===== src/rtl/fax_frm_pkg.sv =====
package fax_frm_pkg;

    typedef enum logic [3:0] {
        ST_IDLE,
        ST_MARK,
        ST_FLAG,
        ST_CODE,
        ST_DROP,
        ST_FILL,
        ST_PAD,
        ST_RTC,
        ST_FLUSH,
        ST_DRAIN,
        ST_DONE
    } frm_state_e;

    localparam logic [1:0] REC_LINE = 2'd0;
    localparam logic [1:0] REC_CODE = 2'd1;
    localparam logic [1:0] REC_PAGE = 2'd2;

    localparam int MARK_BITS = 12;
    localparam int SKIP_FLOOR = MARK_BITS + 1;

endpackage


===== src/rtl/frm_goal.sv =====
// Works out how many zeros a line still needs: fill up to the minimum goal,
// then pad to a byte boundary.
module frm_goal #(
    parameter int LBW = 20
) (
    input  logic [15:0]    min_bits,
    input  logic           half_mode,
    input  logic           pad_en,
    input  logic [LBW-1:0] line_bits,
    output logic [LBW-1:0] fill_rem,
    output logic [3:0]     pad_rem
);
    import fax_frm_pkg::*;

    logic [LBW-1:0] full_goal;
    logic [LBW-1:0] half_goal;
    logic [LBW-1:0] goal;

    always_comb begin
        full_goal = LBW'(min_bits);
        half_goal = LBW'(min_bits >> 1);
        if (half_mode) begin
            goal = (half_goal > LBW'(SKIP_FLOOR)) ? half_goal : LBW'(SKIP_FLOOR);
        end else begin
            goal = full_goal;
        end
        fill_rem = (goal > line_bits) ? (goal - line_bits) : '0;
        if (pad_en && (line_bits[2:0] != 3'd0)) begin
            pad_rem = 4'd8 - {1'b0, line_bits[2:0]};
        end else begin
            pad_rem = 4'd0;
        end
    end

endmodule


===== src/rtl/frm_pack.sv =====
// Bit packer: accepts left-aligned chunks of up to CW bits and emits bytes
// with the first bit in the MSB.
module frm_pack #(
    parameter int CW = 16,
    localparam int LENW = $clog2(CW + 1),
    localparam int ACCW = CW + 8,
    localparam int CNTW = $clog2(ACCW + 1)
) (
    input  logic            clk,
    input  logic            rst_n,
    input  logic            ps_valid,
    input  logic [CW-1:0]   ps_data,
    input  logic [LENW-1:0] ps_len,
    output logic            ps_ready,
    output logic            out_valid,
    input  logic            out_ready,
    output logic [7:0]      out_byte,
    output logic            empty
);
    logic [ACCW-1:0] acc_q, acc_s, acc_d;
    logic [CNTW-1:0] cnt_q, cnt_s, cnt_d;
    logic            pop, fire;

    assign out_valid = (cnt_q >= CNTW'(8));
    assign out_byte  = acc_q[ACCW-1 -: 8];
    assign ps_ready  = (cnt_q <= CNTW'(8));
    assign empty     = (cnt_q == '0);

    always_comb begin
        pop   = out_valid && out_ready;
        fire  = ps_valid && ps_ready;
        acc_s = pop ? (acc_q << 8) : acc_q;
        cnt_s = pop ? (cnt_q - CNTW'(8)) : cnt_q;
        acc_d = acc_s;
        cnt_d = cnt_s;
        if (fire) begin
            acc_d = acc_s | ({ps_data, 8'h00} >> cnt_s);
            cnt_d = cnt_s + CNTW'(ps_len);
        end
    end

    always_ff @(posedge clk) begin
        if (!rst_n) begin
            acc_q <= '0;
            cnt_q <= '0;
        end else begin
            acc_q <= acc_d;
            cnt_q <= cnt_d;
        end
    end

endmodule


===== src/rtl/frm_seq.sv =====
// Framing sequencer: decides which bits go into the packer and when.
module frm_seq #(
    parameter int CW = 16,
    parameter int LBW = 20,
    localparam int LENW = $clog2(CW + 1)
) (
    input  logic            clk,
    input  logic            rst_n,
    input  logic [15:0]     cfg_min_bits,
    input  logic            cfg_skip_en,
    input  logic            cfg_pad_en,
    input  logic [7:0]      cfg_eop_count,
    input  logic            in_valid,
    output logic            in_ready,
    input  logic [1:0]      in_kind,
    input  logic            in_white,
    input  logic [CW-1:0]   in_data,
    input  logic [LENW-1:0] in_len,
    input  logic            in_last,
    output logic            ps_valid,
    output logic [CW-1:0]   ps_data,
    output logic [LENW-1:0] ps_len,
    input  logic            ps_ready,
    input  logic            pk_empty,
    output logic            busy,
    output logic            done
);
    import fax_frm_pkg::*;

    localparam logic [CW-1:0] MARK_WORD = {{(CW-1){1'b0}}, 1'b1} << (CW - MARK_BITS);
    localparam logic [CW-1:0] ONES = {CW{1'b1}};

    frm_state_e     state_q, state_d;
    logic [LBW-1:0] line_bits_q;
    logic           white_q;
    logic [7:0]     rtc_q;
    logic [2:0]     pos_q;

    logic [LBW-1:0] fill_rem;
    logic [3:0]     pad_rem;
    logic [LENW-1:0] fill_len;
    logic           fire, take;

    frm_goal #(.LBW(LBW)) u_goal (
        .min_bits  (cfg_min_bits),
        .half_mode (white_q),
        .pad_en    (cfg_pad_en),
        .line_bits (line_bits_q),
        .fill_rem  (fill_rem),
        .pad_rem   (pad_rem)
    );

    assign fill_len = (fill_rem > LBW'(CW)) ? LENW'(CW) : fill_rem[LENW-1:0];
    assign fire = ps_valid && ps_ready;
    assign take = in_valid && in_ready;

    // State and counter register
    always_ff @(posedge clk) begin
        if (!rst_n) begin
            state_q     <= ST_IDLE;
            line_bits_q <= '0;
            white_q     <= 1'b0;
            rtc_q       <= '0;
            pos_q       <= '0;
        end else begin
            state_q <= state_d;
            if (fire) begin
                pos_q <= pos_q + ps_len[2:0];
                if (state_q == ST_MARK) begin
                    line_bits_q <= LBW'(MARK_BITS);
                end else begin
                    line_bits_q <= line_bits_q + LBW'(ps_len);
                end
            end
            if (state_q == ST_IDLE && take && in_kind == REC_LINE) begin
                white_q <= cfg_skip_en && in_white;
            end
            if (state_q == ST_IDLE && take && in_kind == REC_PAGE) begin
                rtc_q <= cfg_eop_count;
            end else if (state_q == ST_RTC && fire) begin
                rtc_q <= rtc_q - 8'd1;
            end
        end
    end

    // Next state
    always_comb begin
        state_d = state_q;
        unique case (state_q)
            ST_IDLE: begin
                if (take && in_kind == REC_LINE) state_d = ST_MARK;
                else if (take && in_kind == REC_PAGE) state_d = ST_RTC;
            end
            ST_MARK:  if (fire) state_d = cfg_skip_en ? ST_FLAG : ST_CODE;
            ST_FLAG:  if (fire) state_d = white_q ? ST_DROP : ST_CODE;
            ST_CODE:  if (take && in_last) state_d = ST_FILL;
            ST_DROP:  if (take && in_last) state_d = ST_FILL;
            ST_FILL:  if (fill_rem == '0) state_d = ST_PAD;
            ST_PAD:   if (pad_rem == 4'd0 || fire) state_d = ST_IDLE;
            ST_RTC:   if (rtc_q == 8'd0) state_d = ST_FLUSH;
            ST_FLUSH: if (pos_q == 3'd0 || fire) state_d = ST_DRAIN;
            ST_DRAIN: if (pk_empty) state_d = ST_DONE;
            ST_DONE:  state_d = ST_IDLE;
            default:  state_d = ST_IDLE;
        endcase
    end

    // Outputs
    always_comb begin
        ps_valid = 1'b0;
        ps_data  = '0;
        ps_len   = '0;
        in_ready = 1'b0;
        busy     = (state_q != ST_IDLE);
        done     = (state_q == ST_DONE);
        unique case (state_q)
            ST_IDLE: in_ready = 1'b1;
            ST_MARK: begin
                ps_valid = 1'b1;
                ps_data  = MARK_WORD;
                ps_len   = LENW'(MARK_BITS);
            end
            ST_FLAG: begin
                ps_valid = 1'b1;
                ps_data  = {white_q, {(CW-1){1'b0}}};
                ps_len   = LENW'(1);
            end
            ST_CODE: begin
                in_ready = ps_ready;
                ps_valid = in_valid;
                ps_data  = in_data & ~(ONES >> in_len);
                ps_len   = in_len;
            end
            ST_DROP: in_ready = 1'b1;
            ST_FILL: begin
                ps_valid = (fill_rem != '0);
                ps_len   = fill_len;
            end
            ST_PAD: begin
                ps_valid = (pad_rem != 4'd0);
                ps_len   = LENW'(pad_rem);
            end
            ST_RTC: begin
                ps_valid = (rtc_q != 8'd0);
                ps_data  = MARK_WORD;
                ps_len   = LENW'(MARK_BITS);
            end
            ST_FLUSH: begin
                ps_valid = (pos_q != 3'd0);
                ps_len   = LENW'(4'd8 - {1'b0, pos_q});
            end
            ST_DRAIN: ;
            ST_DONE:  ;
            default:  ;
        endcase
    end

endmodule


===== src/rtl/fax_line_framer.sv =====
module fax_line_framer #(
    parameter int CW = 16,
    parameter int LBW = 20,
    localparam int LENW = $clog2(CW + 1)
) (
    input  logic            clk,
    input  logic            rst_n,
    input  logic [15:0]     cfg_min_bits,
    input  logic            cfg_skip_en,
    input  logic            cfg_pad_en,
    input  logic [7:0]      cfg_eop_count,
    input  logic            in_valid,
    output logic            in_ready,
    input  logic [1:0]      in_kind,
    input  logic            in_white,
    input  logic [CW-1:0]   in_data,
    input  logic [LENW-1:0] in_len,
    input  logic            in_last,
    output logic            out_valid,
    input  logic            out_ready,
    output logic [7:0]      out_byte,
    output logic            busy,
    output logic            done
);
    logic            ps_valid, ps_ready, pk_empty;
    logic [CW-1:0]   ps_data;
    logic [LENW-1:0] ps_len;

    frm_seq #(.CW(CW), .LBW(LBW)) u_seq (
        .clk           (clk),
        .rst_n         (rst_n),
        .cfg_min_bits  (cfg_min_bits),
        .cfg_skip_en   (cfg_skip_en),
        .cfg_pad_en    (cfg_pad_en),
        .cfg_eop_count (cfg_eop_count),
        .in_valid      (in_valid),
        .in_ready      (in_ready),
        .in_kind       (in_kind),
        .in_white      (in_white),
        .in_data       (in_data),
        .in_len        (in_len),
        .in_last       (in_last),
        .ps_valid      (ps_valid),
        .ps_data       (ps_data),
        .ps_len        (ps_len),
        .ps_ready      (ps_ready),
        .pk_empty      (pk_empty),
        .busy          (busy),
        .done          (done)
    );

    frm_pack #(.CW(CW)) u_pack (
        .clk       (clk),
        .rst_n     (rst_n),
        .ps_valid  (ps_valid),
        .ps_data   (ps_data),
        .ps_len    (ps_len),
        .ps_ready  (ps_ready),
        .out_valid (out_valid),
        .out_ready (out_ready),
        .out_byte  (out_byte),
        .empty     (pk_empty)
    );

endmodule


===== config.mk =====
export PLATFORM = sky130hd
export DESIGN_NAME = fax_line_framer
export DESIGN_NICKNAME = d
export VERILOG_FILES = /design/src/rtl/fax_frm_pkg.sv /design/src/rtl/frm_goal.sv /design/src/rtl/frm_pack.sv /design/src/rtl/frm_seq.sv /design/src/rtl/fax_line_framer.sv
export SDC_FILE = /design/constraint.sdc
export NUM_CORES = 1
export LEC_CHECK = 0
export ABC_AREA = 1
export BUFFER_PORTS_ARGS = -buffer_cell sky130_fd_sc_hd__buf_2
export CORE_ASPECT_RATIO = 0.8
export CORE_MARGIN = 2
export CORE_UTILIZATION = 30
export CTS_BUF_LIST = sky130_fd_sc_hd__clkbuf_4 sky130_fd_sc_hd__clkbuf_8 sky130_fd_sc_hd__clkbuf_16
export DETAILED_ROUTE_END_ITERATION = 10
export PLACE_DENSITY = 0.49
export SETUP_SLACK_MARGIN = 0.5
export SYNTH_ARGS = -nofsm -noshare
export SYNTH_HDL_FRONTEND = slang
export SYNTH_SLANG_ARGS = --single-unit

===== constraint.sdc =====
create_clock -name clk -period 5.5 [get_ports clk]
set_input_delay 0.275 -clock clk [delete_from_list [all_inputs] [get_ports clk]]
set_output_delay 0.275 -clock clk [all_outputs]
set_load 0.05 [all_outputs]

After elaboration in Yosys (flattened, before gate mapping)

Index checks and enable logic that the tools add are counted.

Output and inout bits: 12
Bits in registers: 65
Input port bits: 55

Shifts and indexed selects: 2
Mux-type cells: 29
$lt $le $gt $ge: 5
Bitwise logic cells: 3
Reduce and logical (&&, ||, !) cells: 33
Add/sub/neg operators: 8
Equality and inequality tests: 20

Operators by type and width:

| operator                                            | count |
|---|---|
| two-way mux 24 bit                                  | 2 |
| case mux 16 bit (3 select lines)                    | 1 |
| two-way mux 4 bit                                   | 11 |
| two-way mux 20 bit                                  | 2 |
| case mux 4 bit (9 select lines)                     | 1 |
| case mux 5 bit (6 select lines)                     | 1 |
| OR 24 bit                                           | 1 |
| >> shifter 24 x 5 -> 24 bit                         | 1 |
| adder 20 x 5 -> 20 bit                              | 1 |
| > comparator 20 bit                                 | 1 |
| > comparator 20 x 5 -> 1 bit, second input constant | 1 |
| logical NOT 20 bit                                  | 1 |
| nonzero test 20 bit                                 | 1 |
| subtractor 20 bit                                   | 1 |
| AND 16 bit                                          | 1 |
| equality test 4 x 3 -> 1 bit, second input constant | 4 |
| two-way mux 16 bit                                  | 1 |
| two-way mux 8 bit                                   | 2 |
| NOT 16 bit                                          | 1 |
| >> shifter 16 x 5 -> 16 bit, first input constant   | 1 |
| > comparator 15 x 4 -> 1 bit, second input constant | 1 |
| two-way mux 15 bit                                  | 1 |
| two-way mux 5 bit                                   | 3 |
| equality test 4 bit, second input constant          | 3 |
| other kinds (31)                                    | 56 |

Depth between registers and ports, before layout

Gate-level depths: netlist of the first run.

Word-level depth: 11
Depth in mapped cells: 34

Hierarchy

A second synthesis of the first run with hierarchy kept.

Cells, all modules: 1,288
Area, all modules: 7,303.3 um2

Modules (own cells, without submodules):

| module   | area each (um2) | instances | cells an instance | seq. area each (um2) |
|---|---|---|---|---|
| frm_seq  | 3,215.6         | 1         | 550               | 720.7 |
| frm_pack | 2,413.6         | 1         | 400               | 580.6 |
| frm_goal | 1,674.1         | 1         | 338               | 0.0 |

Worst setup path before layout of the first run

OpenSTA, ideal clock, no wires.

Path type: input -> register
Start point: input port cfg_min_bits[11]
End point: register u_seq.line_bits_q[10]
Path slack: 1,395 ps
Setup time: 132 ps
Data required time: 5,368 ps
Stages on the path: 32
Arrival: 3,973 ps
Cell sequence: nor4_1 nand4_1 nand3_1 o21ai_0 ha_1 inv_1 fa_1 nand2_1 nand2_1 nand3_1 nand2_2 nand2_1 nand2_2 nand2_4 inv_4 nand3_1 nand2_1 nor2_2 and2_1 nand2_1 inv_1 nand4_1 o2111ai_1 ha_1 fa_1 a21oi_1 nor2_1 nand3_1 xor2_1 nor2_1 nand2_1 a21oi_1

Cells in the longest elaborated chain, start to end: 10

Ends and longest elaborated chain:

| what                                                     | RTL line             | text |
|---|---|---|
| start, declared                                          | fax_line_framer.sv:8 | `input logic [15:0] cfg_min_bits,` |
| > comparator 15 x 4 -> 1 bit                             | frm_goal.sv:23       | `goal = (half_goal > LBW'(SKIP_FLOOR)) ? half_goal : LBW'(SKIP_FLOOR);` |
| two-way mux 15 bit                                       | frm_goal.sv:23       |  |
| two-way mux 16 bit (*)                                   | frm_goal.sv:22       | `if (half_mode) begin` |
| subtractor 20 bit or > comparator 20 bit (tied branches) | frm_goal.sv:27       | `fill_rem = (goal > line_bits) ? (goal - line_bits) : '0;` |
| two-way mux 20 bit (*)                                   | frm_goal.sv:27       |  |
| > comparator 20 x 5 -> 1 bit                             | frm_seq.sv:53        | `assign fill_len = (fill_rem > LBW'(CW)) ? LENW'(CW) : fill_rem[LENW-1:0];` |
| two-way mux 5 bit                                        | frm_seq.sv:53        |  |
| case mux 5 bit (6 select lines)                          | frm_seq.sv:116       | `unique case (state_q)` |
| adder 20 x 5 -> 20 bit                                   | frm_seq.sv:72        | `line_bits_q <= line_bits_q + LBW'(ps_len);` |
| two-way mux 20 bit                                       | frm_seq.sv:69        | `if (state_q == ST_MARK) begin` |
| end signal, assigned                                     | frm_seq.sv:70        | `line_bits_q <= LBW'(MARK_BITS);` |
| end signal, assigned                                     | frm_seq.sv:72        |  |
| end, declared                                            | frm_seq.sv:34        | `logic [LBW-1:0] line_bits_q;` |

Mark *: on every way between the ends. The rest lies on a longest branch, timed or not.
A chain may end at the register's enable or synchronous reset.

Final worst setup path of the first run

Start point: register u_seq.white_q
End point: register u_seq.line_bits_q[10]

Cells in the longest elaborated chain, start to end: 8

Ends and longest elaborated chain:

| what                                                     | RTL line       | text |
|---|---|---|
| start, declared                                          | frm_seq.sv:35  | `logic white_q;` |
| start signal, assigned                                   | frm_seq.sv:76  | `white_q <= cfg_skip_en && in_white;` |
| two-way mux 16 bit (*)                                   | frm_goal.sv:22 |  |
| subtractor 20 bit or > comparator 20 bit (tied branches) | frm_goal.sv:27 |  |
| two-way mux 20 bit (*)                                   | frm_goal.sv:27 |  |
| > comparator 20 x 5 -> 1 bit                             | frm_seq.sv:53  |  |
| two-way mux 5 bit                                        | frm_seq.sv:53  |  |
| case mux 5 bit (6 select lines)                          | frm_seq.sv:116 |  |
| adder 20 x 5 -> 20 bit                                   | frm_seq.sv:72  |  |
| two-way mux 20 bit                                       | frm_seq.sv:69  |  |

Marks and branches as above.

==> results of run 1 <==
## cell type report
class | count | area [um^2] | share of cell area [%]
clock inverter | 6 | 115 | 1.51
antenna | 1 | 2.50 | 0.0328
inverter | 157 | 593 | 7.77
sequential | 65 | 1300 | 17.0
timing repair buffer | 73 | 387 | 5.06
tap | 306 | 383 | 5.01
clock buffer | 10 | 233 | 3.05
multi-input combinational | 894 | 4620 | 60.5
## layout by cell type, fill, tap and decap left out, types with 4 or more instances in the layout
cell | Yosys | layout
nand3_1 | 87 | 87
o21ai_1 | 12 | 14
nand2_4 | 6 | 6
nor2_2 | 5 | 6
xor2_1 | 20 | 20
or2_2 | 5 | 5
nor3_1 | 9 | 9
nand2_1 | 332 | 332
inv_1 | 149 | 148
nor2_1 | 130 | 129
o211ai_1 | 6 | 6
o21ai_0 | 74 | 72
inv_2 | 5 | 5
buf_4 | 13 | 6
a21oi_2 | 4 | 6
fa_1 | 4 | 4
mux2i_1 | 5 | 5
a21oi_1 | 84 | 82
clkbuf_16 | 0 | 9
nand2_2 | 8 | 8
nand3b_1 | 4 | 4
and2_1 | 4 | 4
nand4_1 | 20 | 20
dfxtp_1 | 65 | 65
ha_1 | 33 | 32
a211oi_1 | 4 | 4
a31oi_1 | 4 | 4
buf_2 | 0 | 66
## metal layers
layer,up-vias,global-route usage [%]
li1,3823,-
met1,3142,28.6
met2,178,24.7
met3,23,3.26
met4,4,3.48
met5,-,0
## worst paths after layout
| check | startpoint | endpoint | slack, ps | depth (start not counted) |
|---|---|---|---|---|
| setup / recovery | u_seq.white_q | u_seq.line_bits_q[10] | 930 | 32 |
| hold reg to reg | u_pack.acc_q[4] | u_pack.acc_q[4] | 460 | 2 |
| hold / removal | in_white | u_seq.white_q | 200 | 3 |
| setup reg to reg | u_seq.white_q | u_seq.line_bits_q[10] | 930 | 32 |
## cell families (layout without fill, tap and decap cells)
group / count (synthesis) / in the layout / share of synthesized area, %
other cells: 0 / 1 / 0
simple gates: 622 / 622 / 39.9
flops: 65 / 65 / 19.3
mux: 7 / 7 / 1.08
compound gates: 204 / 204 / 16.8
xor+xnor: 24 / 24 / 3.23
buf+inv: 199 / 246 / 12.3
fa+ha+maj: 37 / 37 / 7.32
## state kept, by name (all words and copies together), names as in the netlist
register,cells
u_seq.pos_q,3
u_seq.state_q,4
u_pack.acc_q,24
u_seq.line_bits_q,20
u_seq.white_q,1
u_pack.cnt_q,5
u_seq.rtc_q,8
## worst min-delay path: cells and delay by family
family / cells / cell delay [ps]
AOI/OAI and AO/OA: 1 / 60
buffers and inverters: 1 / 90
and+or+nand+nor: 1 / 60
## power by group through the flow
stage               Clock (W)  Sequential (W)  Combinational [W]
floorplan                   0        0.000641            0.00166
global placement            0        0.000675            0.00205
detailed placement          0        0.000676            0.00204
CTS                  0.000707        0.000665            0.00205
global route         0.000723        0.000683            0.00234
finish               0.000691        0.000666            0.00207
## metrics by stage
step           worst slack (ps)  instances  cell area (um^2)  power (W)  hold WS (ps)
2_1_floorplan              1400       1158              6730    0.00230           413
3_3_place_gp                722       1494              7260    0.00273           453
3_5_place_dp                595       1494              7260    0.00272           454
4_1_cts                     814       1510              7600    0.00343           203
5_1_grt                     494       1511              7630    0.00374           212
6_report                    932       1512              7640    0.00342           200
## repair_timing
item                                    4_1_cts  5_1_grt
endpoints found under the hold margin         0        0
endpoints found under the setup margin        0       10
resized for setup                             0        8
buffers inserted                              0        1
==> metrics, run 1 <==
Final Hold Vio Count=0; WL met3=approximately 1000 um; critical path data arrival time=roughly 4800 ps; TritonCTS clock tree=done; maximum clock frequency=approximately 220 MHz; WL/cell=roughly 14 um; PortBufs=66; most frequent cell after synthesis=nand2_1; cell-internal power=0.00166 W; Vert. Die Dim=138 um; root buffer cell=clkbuf_16; leakage power total=between 3 and 4 nW; synth unique cells=54; Slew Limit Fails=0; Area growth, synth to finish=13.4%; gp weighted congestion=between 0.8 and 0.9; filler cell count=2517; Die X=between 150 and 200 um; setup TNS=0 ps; Max clock buf depth=2; Crit path top cell by count=nand2_1; Sink Count=65; Final #Nets=around 1300; Seq/Total Area, Yosys=between 10% and 20%; Initial Util=between 30% and 40%; top cell type's share of synthesized area=between 15 and 20%; H-tree depth=3; row count=49; Post-synth top cells=nand2_1, inv_1, nor2_1; first drt pass iteration count=5; vias per cell=~4.7; Top Layer Used=met5; outcome=finished, final reports clean; Num CTS Buffers=9; Net Sw Power=approximately 0.0018 W; final core utilization=between 30% and 40%; Top-Level Pins=67; worst path bufs/invs=4; WL met1=around 11000 um; number of synthesized flops with an enable pin=0; die area=~24000 um^2; worst vdd ir=232 uV; 1st-iter DRT viols=526; total track usage=17.9%; Worst slew margin=40.5%; switch share=about half; Tmin final=between 4000 and 5000 ps; clock slew at reported path FFs=around 60 ps; crit path kind=reg -> reg; PD cells=448 nW/um^2; vias in the first global route=roughly 6700; Vias=between 7000 and 8000; largest area contributor in the netlist=dfxtp_1; DR WL met2=between 8000 and 9000 um; crit path launch type=register; Syn. warnings=0; Clock Power Share=between 20% and 30%; Post-Synthesis Net Count=approximately 1300; Post-DRT Antenna Nets=0; final setup vio count=0; async set-reset flop share out of synthesis=0%; first-pass GRT wire length=around 35000 um; HP Class=in -> reg; synth top area cells=dfxtp_1, nand2_1, inv_1; Max-Cap Viols=0; Crit Path Max Fanout=19; Mapped Area=~6700 um^2; CP endpoint kind=register; period utilization=around 83%; Seq pwr share=roughly a fifth; Core Area=roughly 22000 um^2; Post-CTS Hold Buffers=0; grt ovf=0; share of post-route cells with drive strength above 1=between 10% and 20%; ys flop type=dfxtp_1; HPWL Detailed=between 15000 and 20000 um; FF+latch count, synth=65; Worst Clk Skew=12.4 ps; combinational share of power=around three fifths; CP required=about 5700 ps; detailed-route DRC error count=0; Worst Max-Slew Pin Slew=~890 ps; Top delay family on crit path=simple AND/OR/NAND/NOR gates; slowest stage delay, CP=about 420 ps; largest net degree at the start of global routing=44; clk_lat worst skew=approximately 340 ps; RSZ-0062 raised after global routing=no; initial antenna violation count=2; Routed WL=slightly above 20000 um; Avg Synthesized Cell Area=just under 6 um^2; Cells after Synth=1158; slowest stage cell, crit path=dfxtp_1
Power figures use the tool's default switching activity.
==> inputs of run 2 (changes only) <==
--- a/config.mk
+++ b/config.mk
@@ -12,7 +12,7 @@
 export CORE_UTILIZATION = 30
 export CTS_BUF_LIST = sky130_fd_sc_hd__clkbuf_4 sky130_fd_sc_hd__clkbuf_8 sky130_fd_sc_hd__clkbuf_16
 export DETAILED_ROUTE_END_ITERATION = 10
-export PLACE_DENSITY = 0.49
+export PLACE_DENSITY = 0.51
 export SETUP_SLACK_MARGIN = 0.5
 export SYNTH_ARGS = -nofsm -noshare
 export SYNTH_HDL_FRONTEND = slang
==> constraint.sdc (replaced) <==
create_clock -name clk -period 3.9 [get_ports clk]
set_input_delay 0.195 -clock clk [delete_from_list [all_inputs] [get_ports clk]]
set_output_delay 0.195 -clock clk [all_outputs]
set_load 0.05 [all_outputs]
==> run 2 against run 1 <==
Compared with the run above: the flow now finishes with violations (negative setup slack); flip-flop and latch count stayed put; first-iteration DRC count is 26% higher; cell count is 8.5% higher; wire length is 13% higher; combinational power is 120% higher; final area is 27% higher; worst hold slack worse by 100 ps; non-clock buffer count is 126 higher; die area stayed put; clock-buffer cell count is 1 lower.
==> metrics, run 2 (synthesis gave the netlist of run 1 again) <==
cell-internal power=between 0.003 and 0.004 W; Max-Cap Viols=0; clock slew at reported path FFs=60 ps; root buffer cell=clkbuf_16; crit path kind=reg -> reg; final setup vio count=14; PnR worst setup slack=-148 ps; Top reg by flops=u_pack.acc_q; Routed WL=between 20000 and 25000 um; Worst slew margin=about 37%; grt peak-use layer=met1; placed cell area=~8000 um^2; row count=49; failing checks=negative setup slack; Final Hold Vio Count=0; first drt pass iteration count=6; reg2reg start=u_seq.white_q; share of post-route cells with drive strength above 1=about 33%; Largest regs=u_pack.acc_q: 24 flops, u_seq.line_bits_q: 20 flops, u_seq.rtc_q: 8 flops; period utilization=104%; Sink Count=between 60 and 70; TritonCTS clock tree=done; Crit Path Max Fanout=6; Net Sw Power=approximately 0.0032 W; switch share=50.0%; leakage power total=4.45 nW; Vias=a little under 8000; HP Class=in -> reg; CP endpoint kind=register; setup TNS=-1130 ps; Num CTS Buffers=9; crit path launch type=register; worst path bufs/invs=3; HPWL Detailed=16900 um; Post-CTS Hold Buffers=0; Post-DRT Antenna Nets=0; largest net degree at the start of global routing=51; 1st-iter DRT viols=662; Top-Level Pins=67; gp weighted congestion=0.878; slowest stage cell, crit path=dfxtp_4; Design Area, Final=9700 um^2; Top delay family on crit path=simple AND/OR/NAND/NOR gates; grt ovf=0; Initial Util=between 30% and 40%; total track usage=a little under a fifth; Worst Max-Slew Pin Slew=936 ps; Vert. Die Dim=between 100 and 150 um; final core utilization=between 40% and 50%; outcome=finished with violations; grt met2 use=~26%; Crit path top cell by count=nand2_2; detailed-route DRC error count=0; PortBufs=66; most frequent cells in the layout=nand2_1, inv_1, nor2_1; vias in the first global route=roughly 7000; slowest stage delay, CP=440 ps; clk_lat worst skew=~350 ps; first-pass GRT wire length=around 35000 um; critical path data arrival time=around 4300 ps; CP required=~4100 ps; Slew Limit Fails=0; Worst Clk Skew=roughly 13 ps; Core Area=about 22000 um^2; maximum clock frequency=approximately 250 MHz; Seq pwr share=around 15%; RSZ-0062 raised after global routing=yes; commonest non-fill, non-tap cell in the layout=nand2_1; GR met1 Demand/Resource=28.7%; worst vdd ir=427 uV; Tmin final=4050 ps; CP startpoint=u_seq.white_q; PD cells=between 600 and 700 nW/um^2; initial antenna violation count=4; Area growth, synth to finish=44.1%; HP Start=in_white; Die X=around 170 um; Max clock buf depth=2; Final #Nets=between 1000 and 1500; Clock Power Share=approximately 14%; die area=between 20000 and 25000 um^2; combinational share of power=a little over 70%; filler cell count=approximately 2400; vias per cell=between 4 and 5; WL/cell=~14 um; H-tree depth=3; DP Worst Slack=-399 ps; grt met3 use=under 10%; max reg flops=24
==> run 2: final cells by class <==
type | count | area (um^2) | share of cell area, %
inverters | 157 | 603 | 6.22
repair buffers | 199 | 1580 | 16.2
flip-flops and latches | 65 | 1310 | 13.5
clock inverters | 7 | 78.8 | 0.812
repair inverters | 1 | 7.51 | 0.0774
well taps | 306 | 383 | 3.95
multi-input cells | 895 | 5520 | 56.9
clock buffers | 9 | 225 | 2.32
diodes | 1 | 2.50 | 0.0258
==> run 2: routing by layer <==
layer | wire (um) | vias up | share of wire (%)
li1 | - | 4090 | -
met1 | 12100 | 3592 | 52
met2 | 9710 | 189 | 42
met3 | 1320 | 25 | 5.6
met4 | 185 | 6 | 0.79
met5 | 38 | - | 0.16
==> run 2: per-stage QoR <==
step / power (W) / hold slack, ps / cells
3_5_place_dp: 0.00419 / 456 / 1581
6_report: 0.00631 / 96.5 / 1640
4_1_cts: 0.00526 / 93.4 / 1611
5_1_grt: 0.00677 / 114 / 1640
2_1_floorplan: 0.00330 / 332 / 1158
3_3_place_gp: 0.00420 / 452 / 1581
==> run 2: path summary, 6_finish.rpt <==
| kind | cells past startpoint | slack, ps | to |
|---|---|---|---|
| max | 29 | -150 | u_seq.line_bits_q[16] |
| max reg2reg | 29 | -150 | u_seq.line_bits_q[16] |
| min | 3 | 100 | u_seq.white_q |
| min reg2reg | 2 | 470 | u_pack.acc_q[3] |
==> run 2: power by group through the flow <==
stage,Sequential [W],Clock (W),Combinational [W]
CTS,0.000938,0.000879,0.00345
global route,0.000960,0.000903,0.00491
floorplan,0.000906,0,0.00239
global placement,0.000942,0,0.00325
detailed placement,0.000945,0,0.00325
finish,0.000939,0.000861,0.00451
==> run 2: timing repair <==
action,in CTS,in global routing
resized for setup,65,161
gates cloned,1,8
pin swaps,48,76
endpoints found under the setup margin,26,64
buffers inserted,13,20
==> run 2: worst register-to-register path: cells and delay by family, from the launching register on <==
family / cells / cell delay (ps)
AOI/OAI and AO/OA: 4 / 500
buffers and inverters: 3 / 390
adders and majority gates: 3 / 970
and+or+nand+nor: 18 / 1470
xor gates and xnor gates: 1 / 140
DFF: 1 / 440
